--- src/rtl/aux_bridge_pkg.sv ---
package aux_bridge_pkg;
  localparam logic [3:0] CMD_I2C_WR = 4'h0;
  localparam logic [3:0] CMD_I2C_RD = 4'h1;
  localparam logic [3:0] CMD_MOT_WR = 4'h4;
  localparam logic [3:0] CMD_MOT_RD = 4'h5;
  localparam logic [3:0] CMD_NAT_WR = 4'h8;
  localparam logic [3:0] CMD_NAT_RD = 4'h9;

  typedef enum logic [1:0] {
    RSP_ACK      = 2'b00,
    RSP_AUX_NACK = 2'b01,
    RSP_I2C_NACK = 2'b10
  } rsp_e;

  typedef enum logic [1:0] {
    OP_START = 2'd0,
    OP_XFER  = 2'd1,
    OP_STOP  = 2'd2
  } i2c_op_e;

  typedef enum logic [1:0] {
    CLS_NAT,
    CLS_I2C,
    CLS_MOT,
    CLS_BAD
  } cls_e;

  typedef enum logic [2:0] {
    ST_IDLE,
    ST_DECIDE,
    ST_NAT,
    ST_PRESTOP,
    ST_START,
    ST_XFER,
    ST_POSTSTOP,
    ST_REPLY
  } st_e;
endpackage

--- src/rtl/aux_cmd_decode.sv ---
module aux_cmd_decode
  import aux_bridge_pkg::*;
(
  input  logic [3:0] cmd,
  output cls_e       cls,
  output logic       rnw
);
  always_comb begin
    rnw = 1'b0;
    unique case (cmd)
      CMD_NAT_WR: cls = CLS_NAT;
      CMD_NAT_RD: begin cls = CLS_NAT; rnw = 1'b1; end
      CMD_I2C_WR: cls = CLS_I2C;
      CMD_I2C_RD: begin cls = CLS_I2C; rnw = 1'b1; end
      CMD_MOT_WR: cls = CLS_MOT;
      CMD_MOT_RD: begin cls = CLS_MOT; rnw = 1'b1; end
      default:    cls = CLS_BAD;
    endcase
  end
endmodule

--- src/rtl/aux_mot_track.sv ---
module aux_mot_track #(
  parameter int ADDR_W = 20,
  parameter int CMD_W  = 4
) (
  input  logic              clk,
  input  logic              rst,
  input  logic              open_set,
  input  logic              open_clr,
  input  logic              rec,
  input  logic [ADDR_W-1:0] addr_i,
  input  logic [CMD_W-1:0]  cmd_i,
  output logic              bus_open,
  output logic              same_ctx
);
  logic [ADDR_W-1:0] last_addr;
  logic [CMD_W-1:0]  last_cmd;

  always_ff @(posedge clk) begin
    if (rst) begin
      bus_open  <= 1'b0;
      last_addr <= '0;
      last_cmd  <= '0;
    end else begin
      if (open_clr)      bus_open <= 1'b0;
      else if (open_set) bus_open <= 1'b1;
      if (rec) begin
        last_addr <= addr_i;
        last_cmd  <= cmd_i;
      end
    end
  end

  assign same_ctx = (addr_i == last_addr) && (cmd_i == last_cmd);
endmodule

--- src/rtl/aux_i2c_bridge.sv ---
module aux_i2c_bridge
  import aux_bridge_pkg::*;
#(
  parameter int ADDR_W  = 20,
  parameter int MAX_LEN = 16,
  parameter int I2C_AW  = 7,
  localparam int LEN_W  = $clog2(MAX_LEN + 1),
  localparam int IDX_W  = $clog2(MAX_LEN)
) (
  input  logic              clk,
  input  logic              rst,
  input  logic              req_valid,
  output logic              req_ready,
  input  logic [3:0]        req_cmd,
  input  logic [ADDR_W-1:0] req_addr,
  input  logic [LEN_W-1:0]  req_len,
  output logic [IDX_W-1:0]  buf_idx,
  input  logic [7:0]        buf_wdata,
  output logic              buf_we,
  output logic [7:0]        buf_rdata,
  output logic              reg_req,
  output logic              reg_we,
  output logic [ADDR_W-1:0] reg_addr,
  output logic [7:0]        reg_wdata,
  input  logic              reg_ack,
  input  logic              reg_err,
  input  logic [7:0]        reg_rdata,
  output logic              i2c_cmd_valid,
  output logic [1:0]        i2c_op,
  output logic [I2C_AW-1:0] i2c_addr,
  output logic              i2c_rnw,
  output logic [7:0]        i2c_wdata,
  input  logic              i2c_done,
  input  logic              i2c_ack,
  input  logic [7:0]        i2c_rdata,
  output logic              rsp_valid,
  output logic [1:0]        rsp_code
);
  st_e               st;
  logic [3:0]        cmd_q;
  logic [ADDR_W-1:0] addr_q;
  logic [LEN_W-1:0]  len_q, cnt;
  rsp_e              code_q;
  cls_e              cls;
  logic              rnw, bus_open, same_ctx, last_byte;
  logic              open_set, open_clr, rec;

  aux_cmd_decode u_dec (.cmd(cmd_q), .cls(cls), .rnw(rnw));

  aux_mot_track #(.ADDR_W(ADDR_W), .CMD_W(4)) u_trk (
    .clk(clk), .rst(rst), .open_set(open_set), .open_clr(open_clr), .rec(rec),
    .addr_i(addr_q), .cmd_i(cmd_q), .bus_open(bus_open), .same_ctx(same_ctx)
  );

  assign last_byte = (cnt + LEN_W'(1)) == len_q;
  assign open_clr  = i2c_done && (st == ST_PRESTOP || st == ST_POSTSTOP);
  assign open_set  = i2c_done && i2c_ack && (st == ST_START);
  assign rec       = open_set && (cls == CLS_MOT);

  always_ff @(posedge clk) begin
    if (rst) begin
      st     <= ST_IDLE;
      cmd_q  <= '0;
      addr_q <= '0;
      len_q  <= '0;
      cnt    <= '0;
      code_q <= RSP_ACK;
    end else begin
      unique case (st)
        ST_IDLE: if (req_valid) begin
          cmd_q  <= req_cmd;
          addr_q <= req_addr;
          len_q  <= req_len;
          cnt    <= '0;
          st     <= ST_DECIDE;
        end
        ST_DECIDE: unique case (cls)
          CLS_NAT: if (len_q == '0) begin
            code_q <= RSP_AUX_NACK;
            st     <= ST_REPLY;
          end else st <= ST_NAT;
          CLS_I2C: st <= bus_open ? ST_PRESTOP : ST_START;
          CLS_MOT: if (!bus_open) st <= ST_START;
            else if (!same_ctx) st <= ST_PRESTOP;
            else if (len_q == '0) begin
              code_q <= RSP_ACK;
              st     <= ST_REPLY;
            end else st <= ST_XFER;
          default: begin
            code_q <= RSP_AUX_NACK;
            st     <= ST_REPLY;
          end
        endcase
        ST_NAT: if (reg_ack) begin
          if (reg_err) begin
            code_q <= RSP_AUX_NACK;
            st     <= ST_REPLY;
          end else if (last_byte) begin
            code_q <= RSP_ACK;
            st     <= ST_REPLY;
          end else cnt <= cnt + LEN_W'(1);
        end
        ST_PRESTOP: if (i2c_done) st <= ST_START;
        ST_START: if (i2c_done) begin
          if (!i2c_ack) begin
            code_q <= RSP_I2C_NACK;
            st     <= ST_REPLY;
          end else if (len_q == '0) begin
            code_q <= RSP_ACK;
            st     <= (cls == CLS_MOT) ? ST_REPLY : ST_POSTSTOP;
          end else st <= ST_XFER;
        end
        ST_XFER: if (i2c_done) begin
          if (!i2c_ack) begin
            code_q <= RSP_I2C_NACK;
            st     <= ST_POSTSTOP;
          end else if (last_byte) begin
            code_q <= RSP_ACK;
            st     <= (cls == CLS_MOT) ? ST_REPLY : ST_POSTSTOP;
          end else cnt <= cnt + LEN_W'(1);
        end
        ST_POSTSTOP: if (i2c_done) st <= ST_REPLY;
        default: st <= ST_IDLE;
      endcase
    end
  end

  assign req_ready     = (st == ST_IDLE);
  assign buf_idx       = cnt[IDX_W-1:0];
  assign reg_req       = (st == ST_NAT);
  assign reg_we        = !rnw;
  assign reg_addr      = addr_q + ADDR_W'(cnt);
  assign reg_wdata     = buf_wdata;
  assign buf_we        = rnw && ((st == ST_NAT && reg_ack && !reg_err) ||
                                 (st == ST_XFER && i2c_done && i2c_ack));
  assign buf_rdata     = (st == ST_NAT) ? reg_rdata : i2c_rdata;
  assign i2c_cmd_valid = (st == ST_PRESTOP) || (st == ST_START) ||
                         (st == ST_XFER) || (st == ST_POSTSTOP);
  assign i2c_op        = (st == ST_START) ? OP_START :
                         (st == ST_XFER)  ? OP_XFER  : OP_STOP;
  assign i2c_addr      = addr_q[I2C_AW-1:0];
  assign i2c_rnw       = rnw;
  assign i2c_wdata     = buf_wdata;
  assign rsp_valid     = (st == ST_REPLY);
  assign rsp_code      = code_q;

  // consecutive native bytes advance the address by one
  p_addr_step_r2: assert property (@(posedge clk) disable iff (rst)
    (reg_req && reg_ack && !reg_err) |=> (!reg_req || reg_addr == $past(reg_addr) + 1'b1));
  // a plain I2C request always leaves the bus released
  p_plain_closed_r5: assert property (@(posedge clk) disable iff (rst)
    (rsp_valid && cls == CLS_I2C) |-> !bus_open);
  // an acknowledged MOT request keeps the bus held
  p_mot_held_r7: assert property (@(posedge clk) disable iff (rst)
    (rsp_valid && cls == CLS_MOT && rsp_code == RSP_ACK) |-> bus_open);
  // busy right after acceptance
  p_busy_after_accept_r8: assert property (@(posedge clk) disable iff (rst)
    (req_valid && req_ready) |=> !req_ready);
  // reply strobe lasts one cycle
  p_reply_pulse_r8: assert property (@(posedge clk) disable iff (rst)
    rsp_valid |=> !rsp_valid);
  // never drive both downstream ports at once
  p_one_port_r1: assert property (@(posedge clk) disable iff (rst)
    !(reg_req && i2c_cmd_valid));
endmodule

--- config.mk ---
export PLATFORM = sky130hd
export DESIGN_NAME = aux_i2c_bridge
export DESIGN_NICKNAME = d
export VERILOG_FILES = /design/src/rtl/aux_bridge_pkg.sv /design/src/rtl/aux_cmd_decode.sv /design/src/rtl/aux_mot_track.sv /design/src/rtl/aux_i2c_bridge.sv
export SDC_FILE = /design/constraint.sdc
export NUM_CORES = 1
export LEC_CHECK = 0
export ABC_CLOCK_PERIOD_IN_PS = 3300
export BUFFER_PORTS_ARGS = -buffer_cell sky130_fd_sc_hd__buf_2
export CAP_MARGIN = 20
export CORE_ASPECT_RATIO = 2
export CORE_MARGIN = 10
export CORE_UTILIZATION = 30
export CTS_BUF_LIST = sky130_fd_sc_hd__clkbuf_4 sky130_fd_sc_hd__clkbuf_8 sky130_fd_sc_hd__clkbuf_16
export DETAILED_ROUTE_END_ITERATION = 8
export MAX_ROUTING_LAYER = met4
export PLACE_DENSITY = 0.58
export SLEW_MARGIN = 20
export SYNTH_ARGS = -nofsm -noshare
export SYNTH_HDL_FRONTEND = slang
export SYNTH_SLANG_ARGS = --single-unit
--- constraint.sdc ---
create_clock -name clk -period 3.3 [get_ports clk]
set_input_delay 0.165 -clock clk [delete_from_list [all_inputs] [get_ports clk]]
set_output_delay 0.165 -clock clk [all_outputs]
set_load 0.01 [all_outputs]
### After elaboration in Yosys (flattened, before gate mapping)

Index checks and enable logic that the tools add are counted.

| storage, ports and cells | value |
|---|---|
| bits in registers | 64 |
| input port bits | 60 |
| output and inout port bits | 66 |
| word-level logic and storage cells | 119 |

| operators by class | value |
|---|---|
| $add $sub $neg | 2 |
| eq/ne operators | 31 |
| multiplexer cells | 45 |
| reduce and logical (&&, ||, !) cells | 32 |

Operators by type and width:

| cell | number |
|---|---|
| 2-to-1 mux 3 bit | 14 |
| 2-to-1 mux 2 bit | 16 |
| 2-to-1 mux 5 bit | 6 |
| one-hot mux 3 bit (7 select lines) | 1 |
| adder 20 x 5 -> 20 bit | 1 |
| == test 20 bit | 1 |
| inequality test 2 bit (second input constant) | 8 |
| AND reduction 8 bit | 2 |
| one-hot mux 5 bit (3 select lines) | 1 |
| == test 3 bit (second input constant) | 4 |
| one-hot mux 2 bit (3 select lines) | 2 |
| logical AND 1 bit | 10 |
| inequality test 3 bit (second input constant) | 3 |
| one-hot mux 3 bit (3 select lines) | 1 |
| == test 4 x 3 -> 1 bit (second input constant) | 2 |
| == test 4 bit (second input constant) | 2 |
| 2-to-1 mux 8 bit | 1 |
| one-hot mux 2 bit (4 select lines) | 1 |
| OR reduction 2 bit | 4 |
| == test 3 x 2 -> 1 bit (second input constant) | 2 |
| AND reduction 6 bit | 1 |
| adder 5 x 1 -> 5 bit (second input constant) | 1 |
| == test 5 bit | 1 |
| zero test 5 bit | 1 |
| 18 further kinds | 24 |

### Longest topological paths before layout

Gate-level depths: netlist (run 1).

| logic depth | value |
|---|---|
| depth after elaboration | 9 |
| gate-level depth with buffers | 9 |
| depth with buffers taken out | 9 |

### Cells and area by module

A second synthesis (run 1) with hierarchy kept.

| unflattened totals | value |
|---|---|
| cells, all modules | 519 |
| area, all modules | 4,023.9 um^2 |

Modules (own cells, without submodules):

| module | times used | cells an instance | area each (um^2) | sequential area each (um^2) |
|---|---|---|---|---|
| aux_i2c_bridge | 1 | 401 | 2,856.5 | 780.7 |
| aux_mot_track | 1 | 113 | 1,134.8 | 500.5 |
| aux_cmd_decode | 1 | 5 | 32.5 | 0.0 |

### Worst setup path before layout (run 1)

OpenSTA, ideal clock, no wires.

| timing path | value |
|---|---|
| path kind | flip-flop to output port |
| start point | register cnt[0] |
| end point | output reg_addr[18] |
| arrival | 1.978 ns |
| data required time | 3.135 ns |
| setup slack | 1.157 ns |
| stages on the path, launching flop included | 10 |
| path buffers | 0 |
| cells stage by stage | dfxtp_1 -> ha_1 -> inv_1 -> fa_1 -> nor2b_1 -> o21a_1 -> o21ai_0 -> a21oi_1 -> nand4_1 -> xnor2_1 |

| between the ends | value |
|---|---|
| cells in the longest elaborated chain, start to end | 1 |

RTL lines:

| item | line | source |
|---|---|---|
| start: declaration | aux_i2c_bridge.sv:42 | `logic [LEN_W-1:0] len_q, cnt;` |
| start signal: assignment | aux_i2c_bridge.sv:101 | `end else cnt <= cnt + LEN_W'(1);` |
| start signal: assignment | aux_i2c_bridge.sv:120 | `end else cnt <= cnt + LEN_W'(1);` |
| adder 20 x 5 -> 20 bit | aux_i2c_bridge.sv:132 | `assign reg_addr = addr_q + ADDR_W'(cnt);` |
| end: declaration | aux_i2c_bridge.sv:23 | `output logic [ADDR_W-1:0] reg_addr,` |

Every way passes these cells.

### Final worst setup path (run 1)

| timing path | value |
|---|---|
| start point | register cnt[0] |
| end point | output reg_addr[14] |

The elaborated chain is that of the path after synthesis.

==> results of run 1 <==
## stage by stage
step	hold slack, ns	power, uW	util, %	setup slack [ns]
after global placement	0.3301	2402	34.03	0.8262
after floorplan	0.2802	1941	-	1.157
after global routing	0.06314	3632	36.57	0.2083
after CTS	0.05644	3447	36.57	0.4323
after detailed placement	0.3301	2421	34.03	0.8120
final	0.06455	3401	36.57	0.4758
## cell type report
class / instances / area, um^2
Fill cell: 1399 / 8009
Multi-Input combinational cell: 394 / 2195
Sequential cell: 64 / 1281
Timing Repair Buffer: 110 / 573.1
Clock buffer: 9 / 225.2
Tap cell: 150 / 187.7
Clock inverter: 7 / 96.34
Inverter: 16 / 60.06
## worst max path at each step
| stage | start | end |
|---|---|---|
| finish | cnt[0]$_SDFFE_PP0P_ | reg_addr[14] |
| global route | cnt[0]$_SDFFE_PP0P_ | reg_addr[14] |
| CTS | cnt[0]$_SDFFE_PP0P_ | reg_addr[14] |
| detailed placement | cnt[0]$_SDFFE_PP0P_ | reg_addr[18] |
| global placement | cnt[0]$_SDFFE_PP0P_ | reg_addr[18] |
| floorplan | cnt[0]$_SDFFE_PP0P_ | reg_addr[18] |
## critical path: stages (launching register included)
cell and delay (ns):
dfxtp_1 0.44, ha_1 0.22, inv_1 0.06, fa_1 0.40, nor2b_1 0.13, o21a_1 0.14
o21ai_0 0.10, a21oi_1 0.38, nand2_1 0.12, xnor2_1 0.18, buf_2 0.16
## per-layer routing
metal | GRT usage [%] | part of all wire [%]
met5 | - | 0
met4 | 8.068 | 3.9
met3 | 3.418 | 5.6
met2 | 26.15 | 55
met1 | 12.39 | 35
## flip-flops by register name, indices dropped and copies added, names as in the netlist
| signal | count |
|---|---|
| u_trk.last_cmd | 4 |
| cmd_q | 4 |
| len_q | 5 |
| u_trk.bus_open | 1 |
| addr_q | 20 |
| rsp_code | 2 |
| st | 3 |
| u_trk.last_addr | 20 |
| cnt | 5 |
## cell usage after synthesis (2+ instances only)
cell,n
dfxtp_1,64
a21oi_1,66
xor2_1,32
and3b_1,3
a21o_1,3
nor4_1,8
nand2_1,145
nand4_1,8
o21ai_0,10
ha_1,6
xnor2_1,20
and3_1,2
clkbuf_1,25
a311oi_1,3
o31ai_1,5
inv_1,15
a21boi_0,3
a211oi_1,3
nor3_1,4
nor3b_1,3
nor2_1,23
a31oi_1,5
and2_1,5
buf_4,27
nand3_1,13
nor2b_1,3
nand2b_1,3
buf_2,5
a41o_1,2
buf_1,2
a31o_2,2
## power by group through the flow
stage,Clock [uW],Sequential (uW),Combinational [uW]
global placement,0,1060,1340
detailed placement,0,1060,1360
finish,1020,1040,1340
CTS,1040,1050,1360
floorplan,0,966,975
global route,1070,1070,1490
## kinds of logic after synthesis
logic type      count (synthesis)  share of synthesized area, %
simple gates                  223                         25.15
compound gates                111                         17.13
buf+inv                        75                         10.07
flops                          64                         33.15
xor+xnor                       52                         11.78
fa+ha+maj                       7                         2.460
mux                             1                        0.2590
==> results.sh, run 1 <==
export IMPL_hold_path_endpoint="addr_q[2]$_SDFFE_PP0P_"
export IMPL_track_usage_pct=14.15
export IMPL_pwr_share_comb_pct=39.4
export IMPL_clock_skew_ns=0.003559
export IMPL_ys_warn_count=0
export IMPL_grt_pass1_vias=3722
export IMPL_mostFrequentLayoutCell="nand2_1"
export IMPL_synth_edf_count=0
export IMPL_drc=0
export IMPL_core_um2=12630
export IMPL_hp_start="req_addr[2]"
export IMPL_placed_area_um2=4297
export IMPL_ys_top_cells_by_area="dfxtp_1 (33%), nand2_1 (14%), a21oi_1 (8.5%)"
export IMPL_post_cts_buffers=0
export IMPL_synth_top_area_cell="dfxtp_1"
export IMPL_finalCritPeriodShare_pct=85.58
export IMPL_cts_resized=0
export IMPL_syn_inst=533
export IMPL_vias_per_cell=4.996
export IMPL_worst_slew_margin_rel_pct=47.40
export IMPL_p_int_uw=2019
export IMPL_worstSetupStartpointType="register"
export IMPL_critPathKind="reg -> out"
export IMPL_synth_seq_cells=64
export IMPL_cp_arrival_ns=2.66
export IMPL_drt_first_pass_iters=4
export IMPL_status="finished, final reports clean"
export IMPL_final_cell_mix="nand2_1 (145), buf_2 (101), a21oi_1 (66), dfxtp_1 (64), xor2_1 (32)"
export IMPL_fin_area_um2=4618
export IMPL_cts_path_max_buffers=2
export IMPL_wl_um=12790
export IMPL_num_antenna_cells=0
export IMPL_drv_slew=0
export IMPL_clk_pin_slew_ns=0.06
export IMPL_fmax_ghz=0.3541
export IMPL_p_sw_uw=1382
export IMPL_fin_nets=662
export IMPL_io_buffer_count=101
export IMPL_clkPwrFrac_pct=29.9
export IMPL_cts_buffers=9
export IMPL_tritoncts="yes"
export IMPL_rrSetupSlack_ns=0.86
export IMPL_synth_sequential_area_ratio_pct=33.15
export IMPL_syn_num_nets=600
export IMPL_holdCritPathClass="in -> reg"
export IMPL_drive_above_1_share_pct=21.83
export IMPL_cp_end_kind="output pin"
export IMPL_worst_pin_slew_ns=0.7818
export IMPL_ant_nets=0
export IMPL_reg2reg_from="cnt[0]$_SDFFE_PP0P_"
export IMPL_hold_violations=0
export IMPL_rsz0062_at_grt="no"
export IMPL_routedWlPerCell_um=17.05
export IMPL_synth_top_area_share_pct=33.15
export IMPL_chipHeight_um=180.5
export IMPL_synthArstFlopShare_pct=0
export IMPL_grt_max_degree=37
export IMPL_grt_pass1_wl_um=19640
export IMPL_drt_iter0_markers=118
export IMPL_path_max_fanout=7
export IMPL_gp_congestion=0.8578
export IMPL_start_util_pct=30.61
export IMPL_finalSetupTns_ns=0
export IMPL_num_rows=58
export IMPL_seq_power_share_pct=30.7
export IMPL_r2r_cells=8
export IMPL_antenna_found_initial=0
export IMPL_ctsHoldBuffers=0
export IMPL_crit_required_ns=3.13
export IMPL_period_needed_ns=2.824
export IMPL_setup_viol=0
export IMPL_worstHoldPathCells=3
export IMPL_peakVddDrop_mv=0.3384
export IMPL_switching_share_pct=40.63
export IMPL_ioPinCount=126
export IMPL_maxCapViolations=0
export IMPL_dp_cells=734
export IMPL_stdcell_count=750
export IMPL_syn_area_um2=3865
export IMPL_die_area_um2=18100
export IMPL_r2r_end="st[0]$_SDFFE_PP0P_"
export IMPL_cts_max_level=3
export IMPL_ys_types=46
export IMPL_grt_remaining_overflow=0
export IMPL_dp_hpwl_um=9978
export IMPL_cts_sinks=64
export IMPL_die_w_um=100.3
export IMPL_syn_to_final_growth_pct=19.49
export IMPL_syn_area_per_cell_um2=7.251
export IMPL_num_vias=3747
export IMPL_clk_latency_ns=0.33
export IMPL_clockRootBuffer="clkbuf_16"
export IMPL_cellLeakagePower_uw=0.002087
export IMPL_synthFlopType="dfxtp_1"
export IMPL_p_per_area_nw_per_um2=736.3
(Power assumes the default switching activity.)
==> run 2, diff against run 1 <==
REMOVE_ABC_BUFFERS = 1   (was default)
==> results.sh, run 2 (synthesis results as in run 1) <==
export IMPL_p_per_area_nw_per_um2=734.0
export IMPL_peakVddDrop_mv=0.3451
export IMPL_worstSetupStartpointType="register"
export IMPL_p_sw_uw=1333
export IMPL_num_antenna_cells=0
export IMPL_cts_resized=0
export IMPL_antenna_found_initial=0
export IMPL_grtUsageMet3_pct=3.802
export IMPL_cts_buffers=9
export IMPL_ctsHoldBuffers=0
export IMPL_placed_area_um2=4282
export IMPL_mostFrequentLayoutCell="nand2_1"
export IMPL_seq_power_share_pct=31.1
export IMPL_top_regs="addr_q x20, u_trk.last_addr x20"
export IMPL_top_usage_layer="met2"
export IMPL_ant_nets=0
export IMPL_fin_area_um2=4608
export IMPL_path_max_fanout=7
export IMPL_stdcell_count=748
export IMPL_core_um2=12630
export IMPL_clk_pin_slew_ns=0.05
export IMPL_wl_um=12130
export IMPL_pwr_share_comb_pct=38.1
export IMPL_finalSetupTns_ns=0
export IMPL_cts_sinks=64
export IMPL_final_cell_mix="nand2_1 (145), buf_2 (101), a21oi_1 (66), dfxtp_1 (64), xor2_1 (32)"
export IMPL_num_vias=3740
export IMPL_track_usage_pct=13.85
export IMPL_routedWlPerCell_um=16.22
export IMPL_clockRootBuffer="clkbuf_16"
export IMPL_worst_pin_slew_ns=0.7541
export IMPL_grt_pass1_vias=3928
export IMPL_grt_remaining_overflow=0
export IMPL_dp_cells=732
export IMPL_ioPinCount=126
export IMPL_max_stage_delay_ns=0.43
export IMPL_status="finished, final reports clean"
export IMPL_use_met2_pct=24.29
export IMPL_crit_required_ns=3.13
export IMPL_gr_usage_met1_pct=13.41
export IMPL_period_needed_ns=2.882
export IMPL_maxCapViolations=0
export IMPL_cp_end_kind="output pin"
export IMPL_hold_violations=0
export IMPL_fmax_ghz=0.3469
export IMPL_drt_first_pass_iters=4
export IMPL_cp_num_buf_inv=2
export IMPL_num_rows=58
export IMPL_tritoncts="yes"
export IMPL_gp_congestion=0.9062
export IMPL_worst_slew_margin_rel_pct=49.26
export IMPL_io_buffer_count=101
export IMPL_vias_per_cell=5.000
export IMPL_clkPwrFrac_pct=30.8
export IMPL_critPathKind="reg -> out"
export IMPL_drv_slew=0
export IMPL_clk_latency_ns=0.33
export IMPL_switching_share_pct=39.41
export IMPL_cp_arrival_ns=2.72
export IMPL_grt_pass1_wl_um=19870
export IMPL_start_util_pct=30.61
export IMPL_setup_viol=0
export IMPL_post_cts_buffers=0
export IMPL_startpoint="cnt[0]$_SDFFE_PP0P_"
export IMPL_critPathSlowestCell="dfxtp_1"
export IMPL_cellLeakagePower_uw=0.002095
export IMPL_die_area_um2=18100
export IMPL_holdCritPathClass="in -> reg"
export IMPL_reg2reg_from="cnt[0]$_SDFFE_PP0P_"
export IMPL_rsz0062_at_grt="no"
export IMPL_crit_family="compound AO/OA/AOI/OAI gates"
export IMPL_drt_iter0_markers=167
export IMPL_cts_path_max_buffers=2
export IMPL_dp_hpwl_um=9496
export IMPL_grt_max_degree=37
export IMPL_p_int_uw=2050
export IMPL_hp_start="req_len[0]"
export IMPL_worstPathCellList="ha_1, inv_1, fa_1, nor2b_1, o21a_1, o21ai_0, a21oi_1, nand4_1, xnor2_1, buf_2"
export IMPL_fin_util_pct=36.49
export IMPL_finalCritPeriodShare_pct=87.34
export IMPL_chipHeight_um=180.5
export IMPL_cts_max_level=3
export IMPL_clock_skew_ns=0.004897
export IMPL_drive_above_1_share_pct=21.57
export IMPL_syn_to_final_growth_pct=19.23
export IMPL_drc=0
export IMPL_fin_nets=660
export IMPL_die_w_um=100.3
==> run 2: cell count changes in the layout (fill, tap and decap cells not counted), sizes merged <==
cell / change
buf: -2
clkbuf: +4
clkinv: -1
clkinvlp: -3
==> run 2: layer usage <==
metal / vias up / wire (um)
li1: 1884 / -
met1: 1705 / 4626
met2: 127 / 6521
met3: 24 / 633
met4: 0 / 351
met5: - / 0
==> run 2: worst paths after layout <==
path,slack (ns),cells past startpoint,endpoint
max,0.42,10,reg_addr[18]
min,0.07,3,len_q[0]$_SDFFE_PP0P_
max reg2reg,0.83,7,st[0]$_SDFFE_PP0P_
min reg2reg,0.46,2,u_trk.last_addr[2]$_SDFFE_PP0P_
==> run 2: worst reg2reg max path, cell delays in order (launching register included) <==
cell and delay, ns:
dfxtp_1 0.43, ha_1 0.26, nand3_1 0.14, xnor2_1 0.23, nand4_1 0.28, a222oi_1 0.74
nor2_1 0.08, a211oi_1 0.21
==> run 2: layout make-up <==
| type | count | area [um^2] |
|---|---|---|
| fill | 1387 | 8019 |
| multi-input combinational | 394 | 2195 |
| sequential | 64 | 1281 |
| timing repair buffer | 108 | 558.0 |
| clock buffer | 13 | 261.5 |
| tap | 150 | 187.7 |
| clock inverter | 3 | 65.06 |
| inverter | 16 | 60.06 |
==> run 2: metrics by stage <==
stage | total power (uW) | hold slack [ns] | setup slack [ns]
2_1_floorplan | 1835 | 0.2341 | 1.096
3_5_place_dp | 2370 | 0.3302 | 0.7509
5_1_grt | 3619 | 0.07659 | 0.2328
3_3_place_gp | 2358 | 0.3302 | 0.8324
4_1_cts | 3421 | 0.06020 | 0.3694
6_report | 3382 | 0.07027 | 0.4177
==> run 2: power groups by stage <==
stage               combinational (uW)  clock [uW]  sequential (uW)
floorplan                          794           0             1040
global placement                  1290           0             1070
detailed placement                1300           0             1070
CTS                               1310        1060             1050
finish                            1290        1040             1050
global route                      1450        1090             1080
